## config.mk

```make
export PLATFORM = sky130hd
export DESIGN_NAME = mcCtrlFsm
export DESIGN_NICKNAME = d
export VERILOG_FILES = /design/src/rtl/mcCtrlPkg.sv /design/src/rtl/mcSeqCore.sv /design/src/rtl/mcStrobeDecode.sv /design/src/rtl/mcCtrlFsm.sv
export SDC_FILE = /design/constraint.sdc
export NUM_CORES = 1
export LEC_CHECK = 0
export ABC_CLOCK_PERIOD_IN_PS = 1470
export BUFFER_PORTS_ARGS = -buffer_cell sky130_fd_sc_hd__buf_2
export CAP_MARGIN = 25
export CELL_PAD_IN_SITES_DETAIL_PLACEMENT = 0
export CELL_PAD_IN_SITES_GLOBAL_PLACEMENT = 1
export CORE_MARGIN = 2
export CORE_UTILIZATION = 27
export CTS_BUF_LIST = sky130_fd_sc_hd__clkbuf_16
export DETAILED_ROUTE_END_ITERATION = 10
export GPL_TIMING_DRIVEN = 0
export PLACE_DENSITY_LB_ADDON = 0.1
export SYNTH_ARGS = -nofsm -noshare
export SYNTH_HDL_FRONTEND = slang
export SYNTH_SLANG_ARGS = --single-unit
```

## constraint.sdc

```tcl
create_clock -name clk -period 1.47 [get_ports clk]
set_input_delay 0.294 -clock clk [delete_from_list [all_inputs] [get_ports clk]]
set_output_delay 0.294 -clock clk [all_outputs]
set_load 0.005 [all_outputs]
```

## src/rtl/mcCtrlPkg.sv

```systemverilog
package mcCtrlPkg;
  localparam int OPC_W = 6;
  localparam int ST_W  = 4;

  localparam logic [OPC_W-1:0] OPC_REG   = 6'b000000;
  localparam logic [OPC_W-1:0] OPC_LOAD  = 6'b100011;
  localparam logic [OPC_W-1:0] OPC_STORE = 6'b101011;
  localparam logic [OPC_W-1:0] OPC_BEQ   = 6'b000100;
  localparam logic [OPC_W-1:0] OPC_JUMP  = 6'b000010;

  typedef enum logic [ST_W-1:0] {
    stFetch    = 4'd0,
    stDecode   = 4'd1,
    stAddr     = 4'd2,
    stMemRead  = 4'd3,
    stLoadWb   = 4'd4,
    stMemWrite = 4'd5,
    stExecR    = 4'd6,
    stRDone    = 4'd7,
    stBranch   = 4'd8,
    stJump     = 4'd9,
    stTrapIll  = 4'd10,
    stTrapOvf  = 4'd11
  } mcState_t;

  typedef struct packed {
    logic       addrFromAlu;
    logic       memRd;
    logic       memWr;
    logic       instrLatch;
    logic       wbFromMem;
    logic       pcLoad;
    logic       pcLoadIfEq;
    logic [1:0] pcSel;
    logic [1:0] aluMode;
    logic       aluASel;
    logic [1:0] aluBSel;
    logic       rfWrite;
    logic       rfDstSel;
    logic       causeLoad;
    logic       causeCode;
    logic       retAddrLoad;
  } mcStrobes_t;
endpackage

```

## src/rtl/mcSeqCore.sv

```systemverilog
module mcSeqCore
  import mcCtrlPkg::*;
(
  input  logic             clk,
  input  logic             rstN,
  input  logic [OPC_W-1:0] opcode,
  input  logic             aluOvf,
  output mcState_t         curState
);
  mcState_t nextState;

  always_comb begin
    nextState = stFetch;
    unique case (curState)
      stFetch:    nextState = stDecode;
      stDecode: begin
        if (opcode == OPC_LOAD || opcode == OPC_STORE) nextState = stAddr;
        else if (opcode == OPC_REG)                    nextState = stExecR;
        else if (opcode == OPC_BEQ)                    nextState = stBranch;
        else if (opcode == OPC_JUMP)                   nextState = stJump;
        else                                           nextState = stTrapIll;
      end
      stAddr:     nextState = (opcode == OPC_LOAD) ? stMemRead : stMemWrite;
      stMemRead:  nextState = stLoadWb;
      stExecR:    nextState = aluOvf ? stTrapOvf : stRDone;
      default:    nextState = stFetch;
    endcase
  end

  always_ff @(posedge clk or negedge rstN) begin
    if (!rstN) curState <= stFetch;
    else       curState <= nextState;
  end

  // fetch is always followed by decode
  assert_fetch_to_decode_R2: assert property (@(posedge clk) disable iff (!rstN)
    curState == stFetch |=> curState == stDecode);
  // overflow during execute diverts to the overflow trap
  assert_ovf_trap_R11: assert property (@(posedge clk) disable iff (!rstN)
    (curState == stExecR && aluOvf) |=> curState == stTrapOvf);
  // both traps return to fetch
  assert_trap_return_R10: assert property (@(posedge clk) disable iff (!rstN)
    (curState == stTrapIll || curState == stTrapOvf) |=> curState == stFetch);
endmodule

```

## src/rtl/mcStrobeDecode.sv

```systemverilog
module mcStrobeDecode
  import mcCtrlPkg::*;
(
  input  mcState_t   curState,
  output mcStrobes_t strobes
);
  always_comb begin
    strobes = '0;
    unique case (curState)
      stFetch: begin
        strobes.memRd      = 1'b1;
        strobes.instrLatch = 1'b1;
        strobes.aluBSel    = 2'b01;
        strobes.pcLoad     = 1'b1;
      end
      stDecode:  strobes.aluBSel = 2'b11;
      stAddr: begin
        strobes.aluASel = 1'b1;
        strobes.aluBSel = 2'b10;
      end
      stMemRead: begin
        strobes.memRd       = 1'b1;
        strobes.addrFromAlu = 1'b1;
      end
      stLoadWb: begin
        strobes.rfWrite   = 1'b1;
        strobes.wbFromMem = 1'b1;
      end
      stMemWrite: begin
        strobes.memWr       = 1'b1;
        strobes.addrFromAlu = 1'b1;
      end
      stExecR: begin
        strobes.aluASel = 1'b1;
        strobes.aluMode = 2'b10;
      end
      stRDone: begin
        strobes.rfWrite  = 1'b1;
        strobes.rfDstSel = 1'b1;
      end
      stBranch: begin
        strobes.aluASel    = 1'b1;
        strobes.aluMode    = 2'b01;
        strobes.pcLoadIfEq = 1'b1;
        strobes.pcSel      = 2'b01;
      end
      stJump: begin
        strobes.pcLoad = 1'b1;
        strobes.pcSel  = 2'b10;
      end
      stTrapIll, stTrapOvf: begin
        strobes.causeLoad   = 1'b1;
        strobes.retAddrLoad = 1'b1;
        strobes.pcLoad      = 1'b1;
        strobes.aluBSel     = 2'b01;
        strobes.aluMode     = 2'b01;
        strobes.pcSel       = 2'b11;
        strobes.causeCode   = (curState == stTrapOvf);
      end
      default: strobes = '0;
    endcase
  end
endmodule

```

## src/rtl/mcCtrlFsm.sv

```systemverilog
module mcCtrlFsm
  import mcCtrlPkg::*;
(
  input  logic             clk,
  input  logic             rstN,
  input  logic [OPC_W-1:0] opcode,
  input  logic             aluOvf,
  output logic             addrFromAlu,
  output logic             memRd,
  output logic             memWr,
  output logic             instrLatch,
  output logic             wbFromMem,
  output logic             pcLoad,
  output logic             pcLoadIfEq,
  output logic [1:0]       pcSel,
  output logic [1:0]       aluMode,
  output logic             aluASel,
  output logic [1:0]       aluBSel,
  output logic             rfWrite,
  output logic             rfDstSel,
  output logic             causeLoad,
  output logic             causeCode,
  output logic             retAddrLoad
);
  mcState_t   curState;
  mcStrobes_t strobes;

  mcSeqCore uSeq (
    .clk(clk), .rstN(rstN), .opcode(opcode), .aluOvf(aluOvf), .curState(curState)
  );

  mcStrobeDecode uDec (.curState(curState), .strobes(strobes));

  assign addrFromAlu = strobes.addrFromAlu;
  assign memRd       = strobes.memRd;
  assign memWr       = strobes.memWr;
  assign instrLatch  = strobes.instrLatch;
  assign wbFromMem   = strobes.wbFromMem;
  assign pcLoad      = strobes.pcLoad;
  assign pcLoadIfEq  = strobes.pcLoadIfEq;
  assign pcSel       = strobes.pcSel;
  assign aluMode     = strobes.aluMode;
  assign aluASel     = strobes.aluASel;
  assign aluBSel     = strobes.aluBSel;
  assign rfWrite     = strobes.rfWrite;
  assign rfDstSel    = strobes.rfDstSel;
  assign causeLoad   = strobes.causeLoad;
  assign causeCode   = strobes.causeCode;
  assign retAddrLoad = strobes.retAddrLoad;

  // one memory access direction at a time
  assert_mem_excl_R12: assert property (@(posedge clk) disable iff (!rstN)
    !(memRd && memWr));
  // a cause write always comes with the vector jump and return-address save
  assert_trap_vector_R10: assert property (@(posedge clk) disable iff (!rstN)
    causeLoad |-> (pcLoad && retAddrLoad && pcSel == 2'b11));
  // conditional PC write never overlaps an unconditional one
  assert_cond_pc_R8: assert property (@(posedge clk) disable iff (!rstN)
    pcLoadIfEq |-> !pcLoad);
  // a register write is never paired with a trap
  assert_no_wr_in_trap_R11: assert property (@(posedge clk) disable iff (!rstN)
    causeLoad |-> !rfWrite);
endmodule

```

==> results.cfg <==
[sta]
final_hold_viol_count = 0
final.period_utilization = 1.04
final_setup_violations = 9
setup_repair_after_global_routing_missed_its_margin = true
final_critical_path_setup_slack_ns = -0.0573
timing.fmax_mhz = 655
total_negative_setup_slacks_ns = -0.314
slew_violations = 0
finalWorstPathRequiredPeriod_ns = 1.53
worst_slew_margin_rel = 0.773
max_slew.worst_pin.slew_ns = 0.337
hold_ws_ns = 0.316
fin_worst_skew_ns = 0.000938

[worst_setup_path]
worstReg2RegEnd = uSeq.curState[0]
worstRegToRegCells = 3
arrival_ns = 1.65
crit_required_ns = 1.60
reg2reg_slack_ns = 0.01
crit-reg2reg-launch = uSeq.curState[1]
critPathLaunchType = primary input
timing.setup.critical_path_class = in -> reg
crit_path_end_kind = register
critical_path_peak_fanout = 4

[min_path]
min_path_cells = 2
worstHoldPathType = in -> reg
min-delay-start = aluOvf
min_delay_worst_endpoint = uSeq.curState[3]

[cts]
cts_inserted_buffers = 3
clock_latency_ns = 0.23
cts_root_buf = sky130_fd_sc_hd__clkbuf_16
cts_tree = done
cts.sink_count = 4
clkSlewWorstSetupHoldPaths_ns = 0.03
cts.path.max_buffers = 2
htree_num_levels = 1

[cells_and_area]
syn2layout_area_growth_pct = 95.5
biggestRegsByFlops = uSeq.curState (4)
fin_nets = 111
ff_latch_area_sq_um = 103
multi_input_comb_area_sq_um = 398
largest_reg_flops = 4
top_register = uSeq.curState
antenna_diode_instance_count = 0
drive_gt1_frac = 0.650
final_cells = 116
fillCellCount = 152

[synthesis]
synth.most_common_cell = sky130_fd_sc_hd__nor2_1
post-synth-top-area-fraction = 0.223
netlist.top_cell.by_area = sky130_fd_sc_hd__dfrtp_1
synth.avg_cell_area_sq_um = 7.34
postSynth.asyncResetShare = 1.00
synth-main-ff-cell = sky130_fd_sc_hd__dfrtp_1
yosys_register_bits = 4
syn_nets = 70
synth_cell_type_count = 29
synth.cell_area_sq_um = 448
cells_taking_the_most_area_after_synthesis = sky130_fd_sc_hd__dfrtp_1 22%, sky130_fd_sc_hd__nor2_1 9.2%, sky130_fd_sc_hd__xnor2_1 5.9%
synth_commonest_cells = 11 x sky130_fd_sc_hd__nor2_1, 4 x sky130_fd_sc_hd__dfrtp_1, 4 x sky130_fd_sc_hd__nand2b_1, 4 x sky130_fd_sc_hd__nor2b_1, 4 x sky130_fd_sc_hd__nor3_1
synth_edf_count = 0
synth_seq_area_share = 0.223
synthesis.yosys.warnings = 0
synthesis.instances = 61

[die]
top_level_ports = 28
die_width_microns = 44.7
dieArea_sq_um = 2000
std_cell_rows = 14
fp.dieH_microns = 44.7
start_util = 0.294
core_region_area_sq_um = 1520

[place]
placement.io_buffers = 27
finalWeightedCongestion = 0.772
place_hpwl_microns = 968
place_inst = 104

[drt]
finalWirelength_mm = 1.43
detail_route.wl_per_cell_microns = 12.4
routed-via-count = 597
firstDrtPassIters = 2
drt.antenna.violating_nets = 0
viasPerCell = 5.15
drt_iter0_drc = 9
drc = 0

[power]
vdd.ir_drop.worst_mv = 0.834
leakagePower_nw = 0.405
power_per_cell_area_nw_per_um2 = 2200
fin_total_pwr_mw = 1.93

[grt]
antenna_found_initial = 0
wire_length_of_the_first_global_routing_pass_mm = 2.25
grtUsageTotal = 0.158
pin_count_of_the_biggest_net_entering_global_routing = 11
grt-ovfl-total = 0
grt_pass1_vias = 518

[status]
violated_checks = negative setup slack
run_status = complete, but fails checks

[run]
maximum_capacitance_violations = 0
==> final cells by class <==
type                            instances  share of cell area
Inverter                                1             0.00429
Sequential cell                         4               0.117
Timing Repair Buffer                   36               0.249
Multi-Input combinational cell         51               0.454
Buffer                                  5              0.0671
Clock buffer                            3              0.0857
Tap cell                               16              0.0229
==> cell usage in the layout, fill, tap and decap left out, types with 3 or more instances in the layout <==
cell and instances:
sky130_fd_sc_hd__nor3b_1 3, sky130_fd_sc_hd__nor2b_1 3, sky130_fd_sc_hd__buf_4 9, sky130_fd_sc_hd__nor2_1 5
sky130_fd_sc_hd__clkbuf_16 3, sky130_fd_sc_hd__buf_2 25, sky130_fd_sc_hd__nor2_2 4
==> repair_timing <==
item / in CTS / in global routing
resized for setup: 28 / 10
setup endpoints to repair: 20 / 17
buffers inserted: 4 / 3
cloned: 1 / 0
endpoints found under the hold margin: 4 / 0
hold buffers: 1 / 0
pin swaps: 2 / 2
==> kinds of logic (layout without fill, tap and decap cells) <==
kind of cell / after synthesis / after routing / synth area share
AOI/OAI and AO/OA: 11 / 11 / 0.190
and+or+nand+nor: 37 / 37 / 0.469
xor gates and xnor gates: 3 / 3 / 0.0587
buffers and inverters: 6 / 45 / 0.0586
DFF: 4 / 4 / 0.223
==> metal layers <==
layer  track usage  up-vias  routed length (microns)
li1              -      300                        -
met1         0.179      274                      602
met2         0.284       23                      737
met3        0.0400        0                       94
met4        0.0545        0                        0
met5             0        -                        0
==> worst max-delay path by stage <==
| stage | cells past startpoint | startpoint | slack (ns) | end |
|---|---|---|---|---|
| after floorplan | 3 | opcode[0] | -0.13 | uSeq.curState[0] |
| after global placement | 4 | opcode[0] | -0.28 | uSeq.curState[0] |
| after detailed placement | 4 | opcode[0] | -0.28 | uSeq.curState[0] |
| after CTS | 4 | uSeq.curState[1] | -0.08 | addrFromAlu |
| after global routing | 4 | uSeq.curState[0] | -0.11 | aluBSel[1] |
| final | 4 | opcode[0] | -0.06 | uSeq.curState[0] |
==> metrics by stage <==
step           setup WS [ns]   util  area, sq um
3_3_place_gp          -0.279  0.396          603
2_1_floorplan         -0.129      -          448
3_5_place_dp          -0.277  0.396          603
5_1_grt               -0.114  0.575          876
4_1_cts              -0.0770  0.538          820
6_report             -0.0573  0.575          876
==> critical path, stage by stage <==
cell                       delay, ns
sky130_fd_sc_hd__buf_6          0.09
sky130_fd_sc_hd__or4_4          0.54
sky130_fd_sc_hd__or4b_4         0.49
sky130_fd_sc_hd__a221oi_2       0.24
==> where the power goes <==
part	total (mW)	internal, mW	switching, mW
Sequential	0.229	0.165	0.0640
Combinational	1.27	0.675	0.596
Clock	0.428	0.348	0.0800
Total	1.93	1.19	0.740
Note: power is estimated with default switching activity, not from simulation.
